<file path="config.mk">
export PLATFORM = sky130hd
export DESIGN_NAME = manchester_clk_recover
export DESIGN_NICKNAME = d
export VERILOG_FILES = /design/src/rtl/manchester_clk_recover.sv
export SDC_FILE = /design/constraint.sdc
export NUM_CORES = 1
export LEC_CHECK = 0
export ABC_AREA = 1
export BUFFER_PORTS_ARGS = -buffer_cell sky130_fd_sc_hd__buf_2
export CAP_MARGIN = 20
export CORE_MARGIN = 2
export CORE_UTILIZATION = 44
export CTS_CLUSTER_DIAMETER = 200
export DETAILED_ROUTE_END_ITERATION = 7
export MAX_ROUTING_LAYER = met4
export PLACE_DENSITY_LB_ADDON = 0.12
export SYNTH_ARGS = -nofsm -noshare
export SYNTH_HDL_FRONTEND = slang
export SYNTH_SLANG_ARGS = --single-unit
</file>
<file path="constraint.sdc">
create_clock -name clk -period 3 [get_ports clk]
set_input_delay 0.6 -clock clk [delete_from_list [all_inputs] [get_ports clk]]
set_output_delay 0.6 -clock clk [all_outputs]
set_load 0.01 [all_outputs]
</file>
<file path="src/rtl/manchester_clk_recover.sv">
`timescale 1ns/1ps
module manchester_clk_recover #(
  parameter int MIN_PER    = 8,
  parameter int MAX_PER    = 20,
  parameter int NOM_PER    = 10,
  parameter int IDLE_LIM   = 24,
  parameter int MIN_PERIOD = 6,
  parameter int CW         = 6
) (
  input  logic clk,
  input  logic rst_n,
  input  logic line_in,
  input  logic invert_pol,
  input  logic fail_clr,
  output logic bit_out,
  output logic bit_vld,
  output logic mod_fail
);
  localparam int MW = CW + 3;
  localparam logic [CW-1:0] MIN_C  = CW'(MIN_PER);
  localparam logic [CW-1:0] MAX_C  = CW'(MAX_PER);
  localparam logic [CW-1:0] NOM_C  = CW'(NOM_PER);
  localparam logic [CW-1:0] IDLE_C = CW'(IDLE_LIM);
  localparam logic [CW-1:0] HALF_C = CW'(MIN_PERIOD / 2);
  localparam logic [CW-1:0] SAT_C  = '1;

  logic [2:0]    sh;
  logic [CW-1:0] cnt, gap, per;
  logic          locked;

  wire          edge_d = sh[2] ^ sh[1];
  wire          rise   = sh[1] & ~sh[2];
  wire [MW-1:0] c4     = MW'(cnt) << 2;
  wire [MW-1:0] p3     = MW'(per) * MW'(3);
  wire [MW-1:0] p5     = MW'(per) * MW'(5);
  wire          in_win = (c4 >= p3) && (c4 <= p5);
  wire          late   = c4 > p5;
  wire          acc    = edge_d && locked && in_win;
  wire          relock = edge_d && (!locked || late);
  wire          legal  = (cnt >= MIN_C) && (cnt <= MAX_C);
  wire [CW:0]   sum    = {1'b0, per} + {1'b0, cnt};
  wire          fail_set = locked && ((edge_d && gap < HALF_C) || gap > IDLE_C);

  always_ff @(posedge clk) begin
    if (!rst_n) begin
      sh       <= '0;
      cnt      <= '0;
      gap      <= '0;
      per      <= NOM_C;
      locked   <= 1'b0;
      mod_fail <= 1'b0;
      bit_vld  <= 1'b0;
      bit_out  <= 1'b0;
    end else begin
      sh <= {sh[1:0], line_in};

      if (edge_d && (acc || relock)) cnt <= CW'(1);
      else if (cnt != SAT_C)         cnt <= cnt + 1'b1;

      if (edge_d)              gap <= CW'(1);
      else if (gap != SAT_C)   gap <= gap + 1'b1;

      if (fail_clr)                     per <= NOM_C;
      else if (acc && legal)            per <= sum[CW:1];
      else if (relock && locked && legal) per <= cnt;

      if (fail_clr)    locked <= 1'b0;
      else if (edge_d) locked <= 1'b1;

      if (fail_clr)      mod_fail <= 1'b0;
      else if (fail_set) mod_fail <= 1'b1;

      bit_vld <= acc && !mod_fail && !fail_set;
      if (acc) bit_out <= rise ^ invert_pol;
    end
  end

  a_r10_period_legal: assert property (@(posedge clk) disable iff (!rst_n)
    (per >= MIN_C) && (per <= MAX_C));

  a_r11_single_pulse: assert property (@(posedge clk) disable iff (!rst_n)
    bit_vld |=> !bit_vld);

  a_r2_vld_after_edge: assert property (@(posedge clk) disable iff (!rst_n)
    bit_vld |-> $past(edge_d));

  a_r9_sticky_fail: assert property (@(posedge clk) disable iff (!rst_n)
    (mod_fail && !fail_clr) |=> mod_fail);

  a_r9_no_vld_in_fail: assert property (@(posedge clk) disable iff (!rst_n)
    mod_fail |-> !bit_vld);
endmodule

</file>
## After elaboration in Yosys (flattened, before gate mapping)

Index checks and enable logic that the tools add are counted.

| operators by class | value |
|---|---|
| add/sub/neg operators | 3 |
| multipliers | 2 |
| $lt $le $gt $ge | 7 |
| equal/unequal tests | 2 |
| mux-type cells | 6 |
| bitwise gates (word level) | 5 |
| reductions and logical operators | 25 |

Operators by type and width:

| kind | count |
|---|---|
| $logic_and 1x1->1 | 13 |
| $add 6x1->6 const B | 2 |
| $mux 6 | 2 |
| $ne 6x6->1 const B | 2 |
| $gt 8x9->1 | 1 |
| $le 8x9->1 | 1 |
| $mul 6x3->9 const B | 1 |
| $ge 8x8->1 | 1 |
| $mul 6x2->8 const B | 1 |
| $add 6x6->7 | 1 |
| $ge 6x4->1 const B | 1 |
| $gt 6x5->1 const B | 1 |
| $le 6x5->1 const B | 1 |
| $lt 6x2->1 const B | 1 |
| $reduce_bool 2->1 | 3 |
| $reduce_or 2->1 | 3 |
| $mux 1 | 4 |
| $logic_not 1->1 | 3 |
| $logic_or 1x1->1 | 3 |
| $not 1->1 | 2 |
| $xor 1x1->1 | 2 |
| $and 1x1->1 | 1 |

| storage, ports and cells | value |
|---|---|
| register bits | 25 |
| input bits | 5 |
| logic and storage cells | 60 |

## Logic depth before layout (Yosys ltp)

| logic depth | value |
|---|---|
| depth in word-level cells | 8 |
| gate-level depth with buffers | 20 |
| gate-level depth less buffers | 20 |

## Worst setup path after synthesis

Ideal clock, no wire load.

| timing path | value |
|---|---|
| path kind | reg2reg |
| start point | register per[1] |
| end point | register cnt[4] |
| library setup time | 0.064 ns |
| data arrival time | 2.775 ns |
| required time | 2.936 ns |
| setup slack | 0.160 ns |
| cell stages (with the launch flop) | 18 |
| buffers on the path | 0 |
| path through | dfxtp_1 -> ha_1 -> ha_1 -> fa_1 -> nand3_1 -> nand2_1 -> xnor2_1 -> ha_1 -> nand3_1 -> o21ai_0 -> nor2_1 -> nand2_2 -> nand2_4 -> inv_4 -> nand2_4 -> o21ai_2 -> or2_4 -> nor2_1 |

| between the ends | value |
|---|---|
| word-level cells in the longest chain between the ends | 7 |

Ends and longest elaborated chain:

| element | RTL line | text |
|---|---|---|
| from (decl) | 28 | `logic [CW-1:0] cnt, gap, per;` |
| from (signal assigned) | 64 | `else if (acc && legal) per <= sum[CW:1];` |
| from (signal assigned) | 65 | `else if (relock && locked && legal) per <= cnt;` |
| $mul 6x3->9 / $mul 6x2->8 (equally long branches) | 35, 34 |  |
| $le 8x9->1 (tied with other cells) | 36 | `wire in_win = (c4 >= p3) && (c4 <= p5);` |
| $logic_and 1x1->1 / $logic_or 1x1->1 (equally long branches) | 36, 39 |  |
| $logic_and 1x1->1, on equally long branches | 38, 39 |  |
| $logic_or 1x1->1 * | 57 | `if (edge_d && (acc \|\| relock)) cnt <= CW'(1);` |
| $logic_and 1x1->1 * | 57 |  |
| $reduce_or 2->1 (no source line) * | n/a |  |
| to (signal assigned) | 58 | `else if (cnt != SAT_C) cnt <= cnt + 1'b1;` |
| to (decl) | 28 |  |

Mark *: on every way between the ends. The rest lies on a longest branch, timed or not.
A chain may end at the register's enable or synchronous reset.

## Final worst setup path

| timing path | value |
|---|---|
| start point | register per[2] |
| end point | register cnt[4] |

Same word-level chain as after synthesis.

==> summary.md <==
| Metric | Value |
|---|---|
| Wire per inst | `12.5 microns` |
| Req. time, crit path | `approximately 3.2 ns` |
| Worst hold path depth | `2` |
| Commonest non-fill, non-tap cell in the layout | `nand2_1` |
| P&R area growth vs syn | `15.5%` |
| First-pass GRT wire length | `7.36 mm` |
| CTS root buffer | `clkbuf_8` |
| Num CTS Buffers | `3` |
| Outcome | `completed` |
| Post-Synth XOR/XNOR Area | `around 6%` |
| DP Wirelength | `roughly 3.6 mm` |
| Mux contribution to synthesized area | `0%` |
| Post-synth top flop | `dfxtp_1` |
| CP startpoint | `per[2]` |
| Initial antenna violation count | `0` |
| Final hold violation count | `0` |
| CP max stage delay | `slightly below 0.4 ns` |
| CTS sink count | `25` |
| Least-Margin Pin Slew | `0.423 ns` |
| Fill cells | `470` |
| Post-synth EDFFs | `0` |
| Largest family of logic cells by synthesized area | `simple AND/OR/NAND/NOR gates` |
| Min cycle time layout | `2.77 ns` |
| Reg2reg end | `cnt[4]` |
| RSZ-0062 raised after global routing | `false` |
| Syn Nets | `325` |
| Antenna diodes | `0` |
| Seq/Total Area, Yosys | `23.9%` |
| CTS clk-pin slew, worst paths | `0.09 ns` |
| Drt drc | `0` |
| Synth Area in Compound Gates | `a little over an eighth` |
| Via count | `1795` |
| Drt pass-1 iters | `4` |
| IO Count | `8` |
| Max Cap Violations | `0` |
| Core Region | `4660 sq um` |
| Syn Inst Count | `between 200 and 300` |
| # setup viols final | `0` |
| CTS tree | `yes` |
| Cell Rows | `25` |
| Synthesis Warnings | `0` |
| GRT Resource Usage Total | `18.3%` |
| Initial Util | `44.9%` |
| Library cells used by synthesis | `36` |
| Critical path's slowest cell | `dfxtp_4` |
| Crit path kind | `reg2reg` |
| Most frequent cells in the layout | `nand2_1, inv_1, ha_1` |
| Highest clock rate | `~360 MHz` |
| PwrDens | `approximately 260 nW/um^2` |
| Layout cell share with drive strength beyond 1 | `16.2%` |
| Die H | `73.0 microns` |
| Top cell by count, worst path | `nor2_1` |
| Final Skew | `0.00306 ns` |
| Post-synthesis adder-cell area fraction | `23.8%` |
| Largest net degree at the start of global routing | `15` |
| Synth async-reset ratio | `0%` |
| Vias per Instance | `5.03` |
| Hold Path End | `sh[1]` |
| Flop-to-flop setup slack | `0.23 ns` |
| WL final | `4.45 mm` |
| Vias in the first global route | `1641` |
| Slew Viols, Final | `0` |
| CTS max path bufs | `2` |
| Worst IR Drop VDD | `0.000240 V` |
| Post-Syn Area per Cell | `7.42 sq um` |
| Startpoint types | `register` |
| Skew-Pair Late Insertion Delay | `0.27 ns` |
| CP Cell Sequence | `ha_1 > a21oi_1 > o21ai_1 > a21oi_1 > nor2_1 > nor2_1 > xor2_1 > ha_1 > nand2_1 > o21a_1 > a21oi_4 > buf_4 > nand2_4 > o21ai_2 > or2_4 > nor2_1` |
| GRT Residual Overflow | `0` |
| Min-delay worst type | `reg2reg` |
| Cell Area, Synth | `2090 sq um` |
| WP data arrival | `2.98 ns` |
| Worst Hold Launch | `sh[0]` |
| Post-Synth Simple-Gate Area | `24.0%` |
| #FFs+latches synth | `25` |
| Final worst slack | `0.226 ns` |
| Setup TNS | `0 ns` |
| Worst r2r src | `per[2]` |
| Die ar. | `between 5000 and 6000 sq um` |
| Maximum fanout along the worst path | `7` |
| Reg2reg path depth | `16` |
| Final worst-path cycle share | `between 90% and 100%` |
| Critical path capture point type | `register` |
| Initial DRC count | `53` |
| Final net count | `roughly 350` |
| H-tree Lvls | `1` |
| Placer Congestion | `0.838` |
| IO buf count | `7` |
| Leak | `1.21 nW` |
| Routed Antenna Nets | `0` |
| Die width | `73.0 microns` |
| Max transition margin | `71.6%` |
| Pre-CTS setup slack | `about 0.093 ns` |
metal layers:
layer | vias to the layer above | share of wire [%] | global-route usage [%] | wire, microns
li1 | 980 | - | - | -
met1 | 784 | 49 | 22.8 | 2170
met2 | 25 | 47 | 30.7 | 2110
met3 | 6 | 1.9 | 1.80 | 86
met4 | 0 | 1.8 | 6.79 | 82
met5 | - | 0 | - | 0
cell type report:
cell class	count	area [sq um]	share of cell area, %
multi-input cells	211	1500	62.2
flip-flops and latches	25	509	21.1
inverters	45	171	7.09
repair buffers	18	118	4.87
well taps	54	67.6	2.80
clock buffers	3	41.3	1.71
clock inverters	1	5.00	0.207
critical path: cells and delay by family (launching register included):
family                     cells  cell delay, ns
xor gates and xnor gates       1            0.18
and+or+nand+nor                6            0.70
buffers and inverters          1            0.16
adders and majority gates      2            0.58
DFF                            1            0.39
AOI/OAI and AO/OA              6            0.70
cell usage after synthesis (4+ instances only):
cell	number	area, sq um
nor2_1	27	101
nor3_1	4	20.0
xnor2_1	8	70.1
dfxtp_1	25	500
nand3_1	19	95.1
nand2_1	47	176
ha_1	35	438
inv_1	44	165
nand4_1	5	31.3
xor2_1	6	52.6
a21oi_1	21	105
o21ai_0	11	55.1
flip-flops by register name (all words and copies together), names as in the netlist:
register  count
cnt           6
gap           6
per           6
sh            3
bit_out       1
bit_vld       1
locked        1
mod_fail      1
kinds of logic after synthesis:
logic type / Yosys count
and+or+nand+nor: 111
adders and majority gates: 38
xor gates and xnor gates: 14
buffers and inverters: 46
AOI/OAI and AO/OA: 48
DFF: 25
through the flow:
step / hold slack, ns / instances / area (sq um) / total power [mW] / utilization (%)
after floorplan: 0.390 / 282 / 2090 / 0.406 / -
after CTS: 0.427 / 357 / 2310 / 0.630 / 49.6
after global placement: 0.408 / 353 / 2270 / 0.426 / 48.6
after detailed placement: 0.404 / 353 / 2270 / 0.426 / 48.6
final: 0.421 / 357 / 2420 / 0.617 / 51.8
after global routing: 0.459 / 357 / 2420 / 0.653 / 51.8
worst max path at each step:
stage	to	slack (ns)	cells after the start
4_1_cts	cnt[4]	0.06	17
3_3_place_gp	cnt[2]	0.14	17
5_1_grt	per[3]	0.02	18
6_report	cnt[4]	0.23	16
2_1_floorplan	cnt[4]	0.16	17
3_5_place_dp	cnt[4]	0.09	17
power by group:
part / internal [mW] / total, mW / switching [mW]
registers: 0.339 / 0.351 / 0.0122
clock network: 0.0929 / 0.199 / 0.106
logic: 0.0262 / 0.0668 / 0.0406
what timing repair did:
item / 4_1_cts / 5_1_grt
hold buffers: 0 / 0
gates resized for setup: 0 / 22
buffers inserted: 0 / 0
endpoints found under the setup margin: 0 / 12
Power figures use the tool's default switching activity.
